<file path="src/rtl/codec_tx_pkg.sv">
package codec_tx_pkg;
  localparam int TAG_W     = 16;
  localparam int SLOT_W    = 20;
  localparam int NUM_SLOTS = 12;
  localparam int FRAME_W   = TAG_W + NUM_SLOTS * SLOT_W;
  localparam int CAP_FIRST = 3;
  localparam int NUM_CAP   = NUM_SLOTS - CAP_FIRST;
  localparam int IDX_W     = 7;
  localparam int DATA_W    = 16;
  localparam int SAMPLE_W  = 18;
  localparam int GPIO_W    = 10;
  localparam int MODE_W    = 2;

  // Frame bit index of the MSB of data slot s (1..NUM_SLOTS).
  function automatic int slot_msb(int s);
    return FRAME_W - TAG_W - 1 - (s - 1) * SLOT_W;
  endfunction
endpackage

</file>
<file path="src/rtl/codec_cap_mux.sv">
module codec_cap_mux
  import codec_tx_pkg::*;
#(
  parameter int NCAP = NUM_CAP,
  parameter int SW   = SAMPLE_W
) (
  input  logic [MODE_W-1:0]      mode_i,
  input  logic [NCAP*SW-1:0]     samples_i,
  input  logic [NCAP-1:0]        valid_i,
  output logic [NCAP*SLOT_W-1:0] slots_o,
  output logic [NCAP-1:0]        tags_o
);
  localparam int SEL_W = $clog2(NCAP);

  for (genvar k = 0; k < NCAP; k++) begin : g_slot
    logic [SEL_W-1:0] sel;
    logic [SW-1:0]    smp;
    always_comb begin
      sel = SEL_W'((k + int'(mode_i)) % NCAP);
      smp = samples_i[sel*SW +: SW];
      tags_o[k] = valid_i[sel];
      slots_o[k*SLOT_W +: SLOT_W] = tags_o[k] ? {smp, {(SLOT_W-SW){1'b0}}} : '0;
    end
  end
endmodule

</file>
<file path="src/rtl/codec_frame_build.sv">
module codec_frame_build
  import codec_tx_pkg::*;
(
  input  logic                      ready_i,
  input  logic                      cmd_valid_i,
  input  logic                      cmd_read_i,
  input  logic [IDX_W-1:0]          index_i,
  input  logic [DATA_W-1:0]         rdata_i,
  input  logic [NUM_CAP*SLOT_W-1:0] cap_slots_i,
  input  logic [NUM_CAP-1:0]        cap_tags_i,
  input  logic [GPIO_W-1:0]         gpio_i,
  input  logic                      irq_i,
  input  logic                      gpio_valid_i,
  output logic [FRAME_W-1:0]        frame_o
);
  logic                 rd_ok;
  logic [TAG_W-1:0]     tag;
  logic [SLOT_W-1:0]    slot_a [NUM_SLOTS];

  always_comb begin
    rd_ok = cmd_valid_i & cmd_read_i;
    slot_a[0] = rd_ok ? {1'b0, index_i, {(SLOT_W-1-IDX_W){1'b0}}} : '0;
    slot_a[1] = rd_ok ? {rdata_i, {(SLOT_W-DATA_W){1'b0}}} : '0;
    for (int k = 0; k < NUM_CAP; k++) slot_a[CAP_FIRST-1+k] = cap_slots_i[k*SLOT_W +: SLOT_W];
    slot_a[NUM_SLOTS-1] = gpio_valid_i ? {gpio_i, {(SLOT_W-GPIO_W-1){1'b0}}, irq_i} : '0;

    tag = '0;
    tag[TAG_W-1] = ready_i;
    tag[TAG_W-2] = rd_ok;
    tag[TAG_W-3] = rd_ok;
    for (int k = 0; k < NUM_CAP; k++) tag[TAG_W-1-CAP_FIRST-k] = cap_tags_i[k];
    tag[TAG_W-1-NUM_SLOTS] = gpio_valid_i;

    frame_o = '0;
    frame_o[FRAME_W-1 -: TAG_W] = tag;
    for (int s = 1; s <= NUM_SLOTS; s++) frame_o[slot_msb(s) -: SLOT_W] = slot_a[s-1];
  end
endmodule

</file>
<file path="src/rtl/codec_frame_shifter.sv">
module codec_frame_shifter #(
  parameter int FW = 256
) (
  input  logic          clk,
  input  logic          rst_ni,
  input  logic          sync_i,
  input  logic [FW-1:0] frame_i,
  output logic          sdata_o
);
  localparam int CNT_W = $clog2(FW);
  localparam logic [CNT_W-1:0] LAST = CNT_W'(FW - 1);

  logic             sync_q, busy_q, busy_d, sdata_q, sdata_d, start, en;
  logic [CNT_W-1:0] cnt_q, cnt_d;
  logic [FW-1:0]    shreg_q, shreg_d;

  always_comb begin
    start   = sync_i & ~sync_q;
    en      = start | busy_q;
    sdata_d = busy_q & shreg_q[FW-1];
    busy_d  = busy_q;
    cnt_d   = cnt_q;
    shreg_d = shreg_q;
    if (start) begin
      shreg_d = frame_i;
      cnt_d   = '0;
      busy_d  = 1'b1;
    end else if (busy_q) begin
      shreg_d = {shreg_q[FW-2:0], 1'b0};
      cnt_d   = cnt_q + 1'b1;
      busy_d  = (cnt_q != LAST);
    end
  end

  always_ff @(posedge clk or negedge rst_ni) begin
    if (!rst_ni) begin
      sync_q  <= 1'b0;
      sdata_q <= 1'b0;
      busy_q  <= 1'b0;
      cnt_q   <= '0;
      shreg_q <= '0;
    end else begin
      sync_q  <= sync_i;
      sdata_q <= sdata_d;
      if (en) begin
        busy_q  <= busy_d;
        cnt_q   <= cnt_d;
        shreg_q <= shreg_d;
      end
    end
  end

  assign sdata_o = sdata_q;

  // an idle cycle drives the line low on the next edge
  assert_idle_low_R1: assert property (@(posedge clk) disable iff (!rst_ni)
    !busy_q |=> !sdata_o);
  // the frame ends after its last bit unless a new sync arrives
  assert_frame_len_R1: assert property (@(posedge clk) disable iff (!rst_ni)
    (busy_q && cnt_q == LAST && !start) |=> !busy_q);
  // a sync held high does not start another frame
  assert_level_no_restart_R9: assert property (@(posedge clk) disable iff (!rst_ni)
    (!busy_q && sync_i && sync_q) |=> !busy_q);
endmodule

</file>
<file path="src/rtl/codec_frame_tx.sv">
module codec_frame_tx
  import codec_tx_pkg::*;
(
  input  logic                        clk,
  input  logic                        rst_n,
  input  logic                        sync_i,
  input  logic                        codec_ready_i,
  input  logic                        cmd_valid_i,
  input  logic                        cmd_read_i,
  input  logic [IDX_W-1:0]            cmd_index_i,
  input  logic [DATA_W-1:0]           reg_rdata_i,
  input  logic [MODE_W-1:0]           adc_mode_i,
  input  logic [NUM_CAP*SAMPLE_W-1:0] adc_samples_i,
  input  logic [NUM_CAP-1:0]          adc_valid_i,
  input  logic [GPIO_W-1:0]           gpio_pins_i,
  input  logic                        gpio_irq_i,
  input  logic                        gpio_valid_i,
  output logic                        sdata_o
);
  localparam int S1_MSB = FRAME_W - TAG_W - 1;

  logic [1:0]                rst_sync_q;
  logic                      rst_int_n;
  logic [NUM_CAP*SLOT_W-1:0] cap_slots;
  logic [NUM_CAP-1:0]        cap_tags;
  logic [FRAME_W-1:0]        frame_w;

  always_ff @(posedge clk or negedge rst_n) begin
    if (!rst_n) rst_sync_q <= 2'b00;
    else        rst_sync_q <= {rst_sync_q[0], 1'b1};
  end
  assign rst_int_n = rst_sync_q[1];

  codec_cap_mux #(.NCAP(NUM_CAP), .SW(SAMPLE_W)) i_cap_mux (
    .mode_i   (adc_mode_i),
    .samples_i(adc_samples_i),
    .valid_i  (adc_valid_i),
    .slots_o  (cap_slots),
    .tags_o   (cap_tags)
  );

  codec_frame_build i_build (
    .ready_i     (codec_ready_i),
    .cmd_valid_i (cmd_valid_i),
    .cmd_read_i  (cmd_read_i),
    .index_i     (cmd_index_i),
    .rdata_i     (reg_rdata_i),
    .cap_slots_i (cap_slots),
    .cap_tags_i  (cap_tags),
    .gpio_i      (gpio_pins_i),
    .irq_i       (gpio_irq_i),
    .gpio_valid_i(gpio_valid_i),
    .frame_o     (frame_w)
  );

  codec_frame_shifter #(.FW(FRAME_W)) i_shifter (
    .clk    (clk),
    .rst_ni (rst_int_n),
    .sync_i (sync_i),
    .frame_i(frame_w),
    .sdata_o(sdata_o)
  );

  // the channel mapping is a permutation, so the valid count is kept
  assert_cap_tag_count_R6: assert property (@(posedge clk) disable iff (!rst_int_n)
    $countones(cap_tags) == $countones(adc_valid_i));
  // a write or an absent command leaves slots 1 and 2 and their tags empty
  assert_write_quiet_R5: assert property (@(posedge clk) disable iff (!rst_int_n)
    !(cmd_valid_i && cmd_read_i) |->
      (frame_w[FRAME_W-2 -: 2] == 2'b00 && frame_w[S1_MSB -: 2*SLOT_W] == '0));
  // a read places the requested index in slot 1
  assert_read_index_R3: assert property (@(posedge clk) disable iff (!rst_int_n)
    (cmd_valid_i && cmd_read_i) |-> frame_w[S1_MSB-1 -: IDX_W] == cmd_index_i);
  // an invalid pin-status slot is all zero
  assert_gpio_quiet_R7: assert property (@(posedge clk) disable iff (!rst_int_n)
    !gpio_valid_i |-> frame_w[SLOT_W-1:0] == '0);
endmodule

</file>
<file path="config.mk">
export PLATFORM = sky130hd
export DESIGN_NAME = codec_frame_tx
export DESIGN_NICKNAME = d
export VERILOG_FILES = /design/src/rtl/codec_tx_pkg.sv /design/src/rtl/codec_cap_mux.sv /design/src/rtl/codec_frame_build.sv /design/src/rtl/codec_frame_shifter.sv /design/src/rtl/codec_frame_tx.sv
export SDC_FILE = /design/constraint.sdc
export NUM_CORES = 1
export LEC_CHECK = 0
export ABC_AREA = 0
export BUFFER_PORTS_ARGS = -buffer_cell sky130_fd_sc_hd__buf_4
export CAP_MARGIN = 5
export CORE_AREA = 10 10 249 251
export CTS_CLUSTER_SIZE = 16
export DETAILED_ROUTE_END_ITERATION = 12
export DIE_AREA = 0 0 259 261
export PLACE_DENSITY_LB_ADDON = 0.12
export SLEW_MARGIN = 30
export SYNTH_ARGS = -nofsm -noshare
export SYNTH_HDL_FRONTEND = slang
export SYNTH_SLANG_ARGS = --single-unit
</file>
<file path="constraint.sdc">
create_clock -name clk -period 9.9 [get_ports clk]
set_input_delay 0.99 -clock clk [delete_from_list [all_inputs] [get_ports clk]]
set_output_delay 0.99 -clock clk [all_outputs]
set_load 0.1 [all_outputs]
</file>
==> out/metrics.yaml, run 1 <==
status: "finished clean"
htreeDepth: 2
grt_pass1_wl_mm: 119
relSlewSlack_pct: 34.1
setup_slack_ns: 5.22
drtAntennaViolNets: 0
total_power_mw: 3.47
finalMaxSlewViolations: 0
clockBufferDepth: 3
hold_buffers: 0
vias: 17700
drc: 0
cp-start-kind: "input port"
final_util_pct: 41.4
synth_edf_count: 0
cts-resized-gates: 0
setup_tns_ns: 0
cts.sinks: 269
drt_first_pass_iters: 5
crit_path_top_delay_cell: "and3b_1"
start_util_pct: 35.5
ff2ff_path_depth: 6
post_cts_buffers: 0
gr-usage-all-layers_pct: 22.9
yosysUniqueCellTypes: 55
tightest_slew_ns: 0.989
critPathKind: "input port to flip-flop"
leakagePower_nw: 10.2
syn-instance-count: 1883
async_reset_ff_share_pct: 100
cts_tree: "built"
cp_data_required_time_ns: 10.29
end_kind: "flip-flop"
hold_viol: 0
rsz0062_at_grt: "no"
first_global_vias: 18000
syn_area_mm2: 0.0203
clk_latency_ns: 0.58
finalWeightedCongestion: 0.887
power_density_mw_per_mm2: 147
synth.avg_cell_area_um2: 10.8
cts_buffers: 37
setup_viol_count_final: 0
post-route-min-period_ns: 4.68
root_buffer: "clkbuf_16"
ys_seq_area_share_pct: 33.2
drt_iter0_markers: 1507
min_path_type: "flip-flop to asynchronous set/reset pin"
ys.flop_type: "dfrtp_1"
gr-total-overflow: 0
cts.clk_slew.worst_paths_ns: 0.05
diodes: 0
clock.fmax_mhz: 214
crit_fanout: 54
io_buffer_count: 214
final_common_cell: "dfrtp_1"
peakVddDrop_v: 0.0000920
wire_per_inst_um: 28.5
cp_cell_sequence: "clkbuf_8, inv_1, buf_4, ha_4, and3b_1, nor2_8, mux4_2, a32oi_4, a22oi_1"
die_h_um: 261
via_per_inst: 6.39
synth_seq_cells: 269
dieArea_mm2: 0.0676
coreArea_mm2: 0.0571
pin_count: 215
finClkSkew_ns: 0.0241
grt_max_degree: 85
critical_path_arrival_ns: 5.07
layout-drive-gt1-share_pct: 27.7
routed_wl_mm: 78.9
fin_crit_sh_pct: 47.2
final_cell_mix: "267 x dfrtp_1, 261 x o21ai_0, 244 x buf_4"
whs_ns: 0.205
row_count: 88
dp_hpwl_mm: 51.4
nets: 2196
syn_to_final_growth_pct: 16.4
yosysWarningCount: 0
synth_nets: 2104
cp_slowest_stage_delay_ns: 0.87
die-width_um: 259
place_ws_ns: 4.63
drv_cap: 0
antenna_found_initial: 0
[per-stage QoR]
step | cell area [um^2] | instances
floorplan | 20300 | 1883
global placement | 22400 | 2698
detailed placement | 22400 | 2700
CTS | 23600 | 2766
global route | 23600 | 2767
finish | 23600 | 2767
[worst max-delay path: cells and delay by family]
family                     cells  cell delay [ns]
buffers and inverters          3             0.75
adders and majority gates      1             0.61
and+or+nand+nor                2             1.14
muxes                          1             0.54
AOI/OAI and AO/OA              2             0.90
[kinds of logic (layout without fill, tap and decap cells)]
logic type                 count (synthesis)  in the layout  synth area share, %
and+or+nand+nor                          378            378                 8.61
xor gates and xnor gates                   6              6                0.259
DFF                                      269            269                 33.2
buffers and inverters                    206            325                 4.33
muxes                                    437            437                 34.5
adders and majority gates                  7              7                0.431
AOI/OAI and AO/OA                        579            579                 18.7
other                                      1              1               0.0185
[layer usage]
layer	up-vias	GRT usage [%]	share of wire, %
met5	-	0	0
met4	0	6.50	2.6
met3	127	4.82	7.4
met2	824	36.9	48
met1	9172	30.8	42
li1	7552	-	-
[final cells by class]
| cell class | instances | area (um^2) |
|---|---|---|
| repair buffers | 252 | 1940 |
| clock inverters | 12 | 98.8 |
| inverters | 7 | 28.8 |
| flip-flops and latches | 269 | 6740 |
| clock buffers | 54 | 1080 |
| multi-input cells | 1408 | 12800 |
| well taps | 765 | 957 |
| fillers | 5560 | 33500 |
[synthesized netlist by cell type, types with 36 or more instances]
cell,number,area (um^2)
o21ai_0,261,1310
nand2_1,110,413
a22oi_1,54,405
a2bb2oi_1,54,473
mux4_2,208,4680
nor3_1,36,180
nand3_1,67,335
clkbuf_1,114,428
mux2i_1,220,2200
o21a_1,59,443
nor2_1,100,375
buf_2,57,285
dfrtp_1,269,6730
[worst paths after layout]
| check | start | to | slack [ns] |
|---|---|---|---|
| worst max-delay path | adc_mode_i[0] | i_shifter.shreg_q[98] | 5.22 |
| worst min-delay path | rst_sync_q[1] | i_shifter.shreg_q[217] | 0.20 |
| worst max register to register | i_shifter.sync_q | i_shifter.shreg_q[166] | 6.45 |
| worst min register to register | rst_sync_q[1] | i_shifter.shreg_q[217] | 0.20 |
| max in group asynchronous | rst_sync_q[1] | i_shifter.shreg_q[96] | 7.91 |
| min in group clk | rst_sync_q[0] | rst_sync_q[1] | 0.35 |
[where the power goes]
part | internal, mW | total [mW] | switching [mW] | leakage, nW
clock | 0.783 | 1.33 | 0.552 | 0.585
sequential | 1.22 | 1.31 | 0.0845 | 3.58
combinational | 0.385 | 0.827 | 0.442 | 6.05
[state kept, by name, indices dropped and copies added (netlist names)]
name / count
i_shifter.sync_q: 1
i_shifter.shreg_q: 256
i_shifter.sdata_o: 1
rst_sync_q: 2
i_shifter.cnt_q: 8
i_shifter.busy_q: 1
(Power assumes the default switching activity.)
==> inputs of run 2 (changes only) <==
Clock period 9.9 ns to 4.1 ns, I/O delays scaled along.
==> out/metrics.yaml, run 2 (same netlist as run 1, synthesis figures left out) <==
status: "finished clean"  # unchanged
critPathKind: "input port to flip-flop"  # unchanged
pin_count: 215  # unchanged
p_int_mw: 5.83  # was 2.39 mW
antenna_found_initial: 1  # was 0
hold_buffers: 2  # was 0
r2r_setup_slack_ns: 1.62  # was 6.45 ns
syn_to_final_growth_pct: 17.7  # was 16.4%
io_buffer_count: 214  # unchanged
die-width_um: 259  # unchanged
fin_crit_sh_pct: 75.5
gr-total-overflow: 0  # unchanged
finalWeightedCongestion: 0.851  # was 0.887
first_global_vias: 18000  # about the same
min_path_type: "input port to flip-flop"  # was flip-flop to asynchronous set/reset pin
crit_fanout: 23  # was 54
coreArea_mm2: 0.0571  # unchanged
dieArea_mm2: 0.0676  # unchanged
die_h_um: 261  # unchanged
hold_viol: 0  # unchanged
clkPwrFrac_pct: 38.3  # was 38.5%
rsz0062_at_grt: "no"  # unchanged
finClkSkew_ns: 0.0138  # was 0.0241 ns
cts-resized-gates: 0  # unchanged
cts.sinks: 269  # unchanged
grt_pass1_wl_mm: 120  # was 119 mm
drc: 0  # unchanged
cp-endpoint: "i_shifter.shreg_q[97]"  # was i_shifter.shreg_q[98]
start_util_pct: 35.5  # unchanged
largest_reg_flops: 256  # unchanged
met1_usage_pct: 31.3  # was 30.8%
critical_path_arrival_ns: 3.51  # was 5.07 ns
drt_first_pass_iters: 5  # unchanged
post-route-min-period_ns: 3.09
root_buffer: "clkbuf_16"  # unchanged
clock.fmax_mhz: 323
leakagePower_nw: 10.3  # was 10.2 nW
combPwrFrac_pct: 24.3  # was 23.8%
rr_endpoint: "i_shifter.shreg_q[182]"  # was i_shifter.shreg_q[166]
clockBufferDepth: 3  # unchanged
top_register: "i_shifter.shreg_q"  # unchanged
peakVddDrop_v: 0.000232  # was 0.0000920 V
final_common_cell: "dfrtp_1"  # unchanged
gr-usage-all-layers_pct: 23.4  # was 22.9%
met3_usage_pct: 4.59  # was 4.82%
layout-drive-gt1-share_pct: 27.9  # was 27.7%
final_cell_mix: "267 x dfrtp_1, 261 x o21ai_0, 257 x buf_4"  # was 267 x dfrtp_1, 261 x o21ai_0, 244 x buf_4
wire_per_inst_um: 28.9  # was 28.5 um
netSwitchingPower_mw: 2.59  # was 1.08 mW
whs_path_depth: 3
top_regs: "i_shifter.shreg_q: 256 flops, i_shifter.cnt_q: 8 flops, rst_sync_q: 2 flops"  # unchanged
dp_hpwl_mm: 51.4  # about the same
drt_iter0_markers: 1959  # was 1507
grt_use_met2_pct: 36.7  # was 36.9%
row_count: 88  # unchanged
drtAntennaViolNets: 0  # unchanged
vias: 17700  # about the same
clk_latency_ns: 0.56  # was 0.58 ns
cts_buffers: 36  # was 37
power_density_mw_per_mm2: 352  # was 147 mW/mm^2
drv_cap: 0  # unchanged
finalMaxSlewViolations: 0  # unchanged
swShare_pct: 30.7  # was 31.1%
post_cts_buffers: 0  # unchanged
grt_max_degree: 142  # was 85
setup_tns_ns: 0  # unchanged
seq_power_share_pct: 37.4  # was 37.7%
cts.clk_slew.worst_paths_ns: 0.06  # was 0.05 ns
htreeDepth: 2  # unchanged
cts_tree: "built"  # unchanged
top_usage_layer: "met2"  # unchanged
r2r-start: "i_shifter.sync_q"  # unchanged
tightest_slew_ns: 0.972  # was 0.989 ns
nets: 2214  # was 2196
final_util_pct: 41.8  # was 41.4%
cp-start-kind: "input port"  # unchanged
relSlewSlack_pct: 35.2  # was 34.1%
routed_wl_mm: 80.4  # was 78.9 mm
ff2ff_path_depth: 5  # was 6
end_kind: "flip-flop"  # unchanged
cp_data_required_time_ns: 4.51  # was 10.29 ns
worstSetupStartpoint: "adc_mode_i[1]"  # was adc_mode_i[0]
setup_viol_count_final: 0  # unchanged
via_per_inst: 6.36  # was 6.39
## run 2: how the worst min path moves through the flow
stage / endpoint / slack, ns / startpoint
floorplan: rst_sync_q[0] / 0.11 / rst_n
global placement: rst_sync_q[0] / 0.20 / rst_n
detailed placement: rst_sync_q[0] / 0.20 / rst_n
CTS: i_shifter.shreg_q[255] / 0.04 / codec_ready_i
global route: i_shifter.shreg_q[255] / 0.08 / codec_ready_i
finish: i_shifter.shreg_q[255] / 0.07 / codec_ready_i
## run 2: layout make-up
| type | instances | area (um^2) |
|---|---|---|
| Antenna cell | 2 | 5.00 |
| Clock buffer | 57 | 1070 |
| Clock inverter | 9 | 128 |
| Fill cell | 5502 | 33300 |
| Inverter | 7 | 28.8 |
| Multi-Input combinational cell | 1408 | 12800 |
| Sequential cell | 269 | 6740 |
| Tap cell | 765 | 957 |
| Timing Repair Buffer | 271 | 2190 |
## run 2: power by group through the flow
| stage | combinational, mW | sequential (mW) | clock (mW) |
|---|---|---|---|
| floorplan | 1.25 | 3.16 | 0 |
| global placement | 2.00 | 3.19 | 0 |
| detailed placement | 2.03 | 3.19 | 0 |
| CTS | 2.03 | 3.15 | 3.30 |
| global route | 2.20 | 3.19 | 3.41 |
| finish | 2.04 | 3.15 | 3.23 |
## run 2: worst max-delay path, cell delays in order
cell,delay (ns)
buf_4,0.23
inv_1,0.21
ha_4,0.16
buf_4,0.34
a21boi_4,0.13
nor2_8,0.61
mux4_2,0.62
a32oi_4,0.19
buf_4,0.37
a22oi_1,0.16
## run 2: layer usage
metal / up-vias / part of all wire (%)
met4: 0 / 3.9
li1: 7593 / -
met3: 182 / 7.5
met5: - / 0
met2: 897 / 47
met1: 9071 / 42
## run 2: stage by stage
stage	instance area (um^2)	power, mW	hold slack, ns	instances	worst slack, ns
after floorplan	20300	4.40	0.114	1883	0.440
after global placement	22600	5.19	0.196	2717	0.528
after detailed placement	22600	5.22	0.198	2717	0.463
after CTS	23900	8.49	0.0416	2785	1.06
after global routing	23900	8.80	0.0822	2787	0.878
final	23900	8.42	0.0668	2788	1.01
==> inputs of run 3 (changes only) <==
Settings changed: ABC_AREA 0 to 1.
Clock period 4.1 ns to 2.7 ns, I/O delays scaled along.
==> out/metrics.yaml, run 3 <==
syn_to_final_growth_pct: 20.9  # was 17.7%
synth_edf_count: 0  # unchanged
nets: 3629  # was 2214
critPathTopFamily: "buffers and inverters"  # unchanged
multi_input_area_mm2: 0.0119  # was 0.0128 mm^2
layout-drive-gt1-share_pct: 13.1  # was 27.9%
dieArea_mm2: 0.0676  # unchanged
synth_seq_cells: 269  # unchanged
yosysWarningCount: 0  # unchanged
clk_latency_ns: 0.56  # about the same
r2r_setup_slack_ns: 0.46  # was 1.62 ns
critPathKind: "input port to flip-flop"  # unchanged
clock.fmax_mhz: 446
die_h_um: 261  # unchanged
cp-start-kind: "input port"  # unchanged
ys.flop_type: "dfrtp_1"  # unchanged
whs_ns: 0.0272  # was 0.0668 ns
top_register: "i_shifter.shreg_q"  # unchanged
setup_slack_ns: 0.459  # was 1.01 ns
drt_iter0_markers: 2741  # was 1959
cts.sinks: 269  # unchanged
rr_endpoint: "i_shifter.shreg_q[147]"  # was i_shifter.shreg_q[182]
syn_area_mm2: 0.0203  # about the same
drt_first_pass_iters: 7  # was 5
leakagePower_nw: 11.9  # was 10.3 nW
root_buffer: "clkbuf_16"  # unchanged
finalWeightedCongestion: 1.05  # was 0.851
cp_num_buf_inv: 7  # was 4
syn-instance-count: 3273  # was 1883
grt_max_degree: 139  # was 142
whs_path_depth: 3  # unchanged
r2r-start: "i_shifter.sync_q"  # unchanged
row_count: 88  # unchanged
tightest_slew_ns: 0.910  # was 0.972 ns
io_buffer_count: 214  # unchanged
dp_hpwl_mm: 76.8  # was 51.4 mm
start_util_pct: 35.5  # about the same
critical_path_arrival_ns: 2.71  # was 3.51 ns
wire_per_inst_um: 24.7  # was 28.9 um
ys_seq_area_share_pct: 33.2  # about the same
hold_viol: 0  # unchanged
top_regs: "i_shifter.shreg_q: 256 flops, i_shifter.cnt_q: 8 flops, rst_sync_q: 2 flops"  # unchanged
synth_most_common_cell: "nand2_1"  # was dfrtp_1
crit_path_top_delay_cell: "dlygate4sd3_1"  # was mux4_2
setup_viol_count_final: 0  # unchanged
yosysTopAreaCell: "dfrtp_1"  # unchanged
largest_reg_flops: 256  # unchanged
n_fill_cell: 6051  # was 5502
synthTopCellsByArea: "dfrtp_1 33%, nand2_1 21%, o21ai_0 11%"  # was dfrtp_1 33%, mux4_2 23%, mux2i_1 11%
finClkSkew_ns: 0.0266  # was 0.0138 ns
crit_fanout: 47  # was 23
yosysUniqueCellTypes: 41  # was 55
setup_tns_ns: 0  # unchanged
synth_common_cells: "1150 x nand2_1, 439 x o21ai_0, 306 x a21oi_1"  # was 269 x dfrtp_1, 261 x o21ai_0, 220 x mux2i_1
min_path_type: "input port to flip-flop"  # unchanged
hold_path.startpoint: "reg_rdata_i[11]"  # was codec_ready_i
post-route-min-period_ns: 2.24
synth_top_area_share_pct: 33.2  # about the same
die-width_um: 259  # unchanged
grt_pass1_wl_mm: 153  # was 120 mm
ff2ff_path_depth: 8  # was 5
drv_cap: 0  # unchanged
cp_data_required_time_ns: 3.17  # was 4.51 ns
drc: 0  # unchanged
cts_buffers: 34  # was 36
clockBufferDepth: 3  # unchanged
rsz0062_at_grt: "no"  # unchanged
final_cell_mix: "1150 x nand2_1, 439 x o21ai_0, 318 x buf_4"  # was 267 x dfrtp_1, 261 x o21ai_0, 257 x buf_4
final_common_cell: "nand2_1"  # was dfrtp_1
fin_crit_sh_pct: 83.0
gr-usage-all-layers_pct: 30.2  # was 23.4%
cp_slowest_stage_delay_ns: 0.53  # was 0.62 ns
place_ws_ns: 0.128  # was 0.463 ns
htreeDepth: 2  # unchanged
synth.avg_cell_area_um2: 6.20  # was 10.8 um^2
synth_nets: 3494  # was 2104
via_per_inst: 5.64  # was 6.36
cts.clk_slew.worst_paths_ns: 0.06  # about the same
crit_cells: 11  # was 10
min_delay_worst_endpoint: "i_shifter.shreg_q[215]"  # was i_shifter.shreg_q[255]
async_reset_ff_share_pct: 100  # unchanged
cts_tree: "built"  # unchanged
total_power_mw: 13.3  # was 8.42 mW
antenna_found_initial: 5  # was 1
post_cts_buffers: 0  # unchanged
peakVddDrop_v: 0.000357  # was 0.000232 V
cp_cell_sequence: "dlygate4sd3_1, buf_4, inv_1, nor2_4, buf_12, nand2_1, inv_1, buf_12, o21ai_0, buf_4, a21oi_1"  # was buf_4, inv_1, ha_4, buf_4, a21boi_4, nor2_8, mux4_2, a32oi_4, buf_4, a22oi_1
finalMaxSlewViolations: 0  # unchanged
instances_no_fill: 4199  # was 2788
register_area_mm2: 0.00674  # about the same
dpl.cell_count: 4123  # was 2717
first_global_vias: 22800  # was 18000
power_density_mw_per_mm2: 544  # was 352 mW/mm^2
relSlewSlack_pct: 38.7  # was 35.2%
coreArea_mm2: 0.0571  # unchanged
gr-total-overflow: 0  # unchanged
routed_wl_mm: 104  # was 80.4 mm
end_kind: "flip-flop"  # unchanged
pin_count: 215  # unchanged
vias: 23700  # was 17700
status: "finished clean"  # unchanged
drtAntennaViolNets: 0  # unchanged
[run 3: layout make-up]
class / instances / share of cell area, %
antenna: 1 / 0.0102
inverter: 137 / 2.14
clock buffer: 40 / 3.64
clock inverter: 21 / 1.06
multi-input combinational: 2598 / 48.5
sequential: 269 / 27.5
timing repair buffer: 368 / 13.2
tap: 765 / 3.91
[run 3: what timing repair did]
action,CTS,global route
endpoints found under the setup margin,0,0
endpoints found under the hold margin,15,0
resized for setup,0,0
hold buffers,14,0
[run 3: logic make-up (layout without fill, tap and decap cells)]
kind of cell               Yosys count  in the layout  synth area share, %
other                                1              2               0.0185
muxes                                1              1               0.0494
and+or+nand+nor                   1637           1637                 32.0
buffers and inverters              406            566                 8.40
DFF                                269            269                 33.2
adders and majority gates            7              7                0.432
AOI/OAI and AO/OA                  951            951                 25.9
xor gates and xnor gates             1              1               0.0432
[run 3: how the worst max path moves through the flow]
stage	end	from	slack [ns]
after floorplan	i_shifter.busy_q	rst_sync_q[1]	0.007
after global placement	i_shifter.shreg_q[147]	adc_mode_i[1]	0.11
after detailed placement	i_shifter.shreg_q[147]	adc_mode_i[1]	0.13
after CTS	i_shifter.shreg_q[110]	i_shifter.sync_q	0.54
after global routing	i_shifter.shreg_q[147]	i_shifter.sync_q	0.38
final	i_shifter.shreg_q[147]	sync_i	0.46
[run 3: tightest hold or removal path: stages]
cell,delay (ns)
buf_4,0.08
a22oi_1,0.05
o21ai_0,0.14
[run 3: layer usage]
| layer | global-route usage [%] | part of all wire [%] | up-vias |
|---|---|---|---|
| met5 | 0 | 0.026 | - |
| met4 | 14.9 | 5.3 | 4 |
| met3 | 5.60 | 8.8 | 199 |
| met2 | 44.7 | 42 | 1120 |
| met1 | 41.6 | 44 | 11300 |
| li1 | - | - | 11100 |
[run 3: per-stage QoR]
| stage | cell area, um^2 | utilization [%] |
|---|---|---|
| after floorplan | 20300 | - |
| after global placement | 23200 | 40.6 |
| after detailed placement | 23200 | 40.6 |
| after CTS | 24500 | 42.9 |
| after global routing | 24500 | 42.9 |
| final | 24500 | 42.9 |
[run 3: power breakdown]
part	switching [mW]	internal, mW	leakage, nW
clock network	1.94	2.87	0.572
logic	2.46	1.26	7.77
registers	0.282	4.52	3.56
total	4.69	8.65	11.9
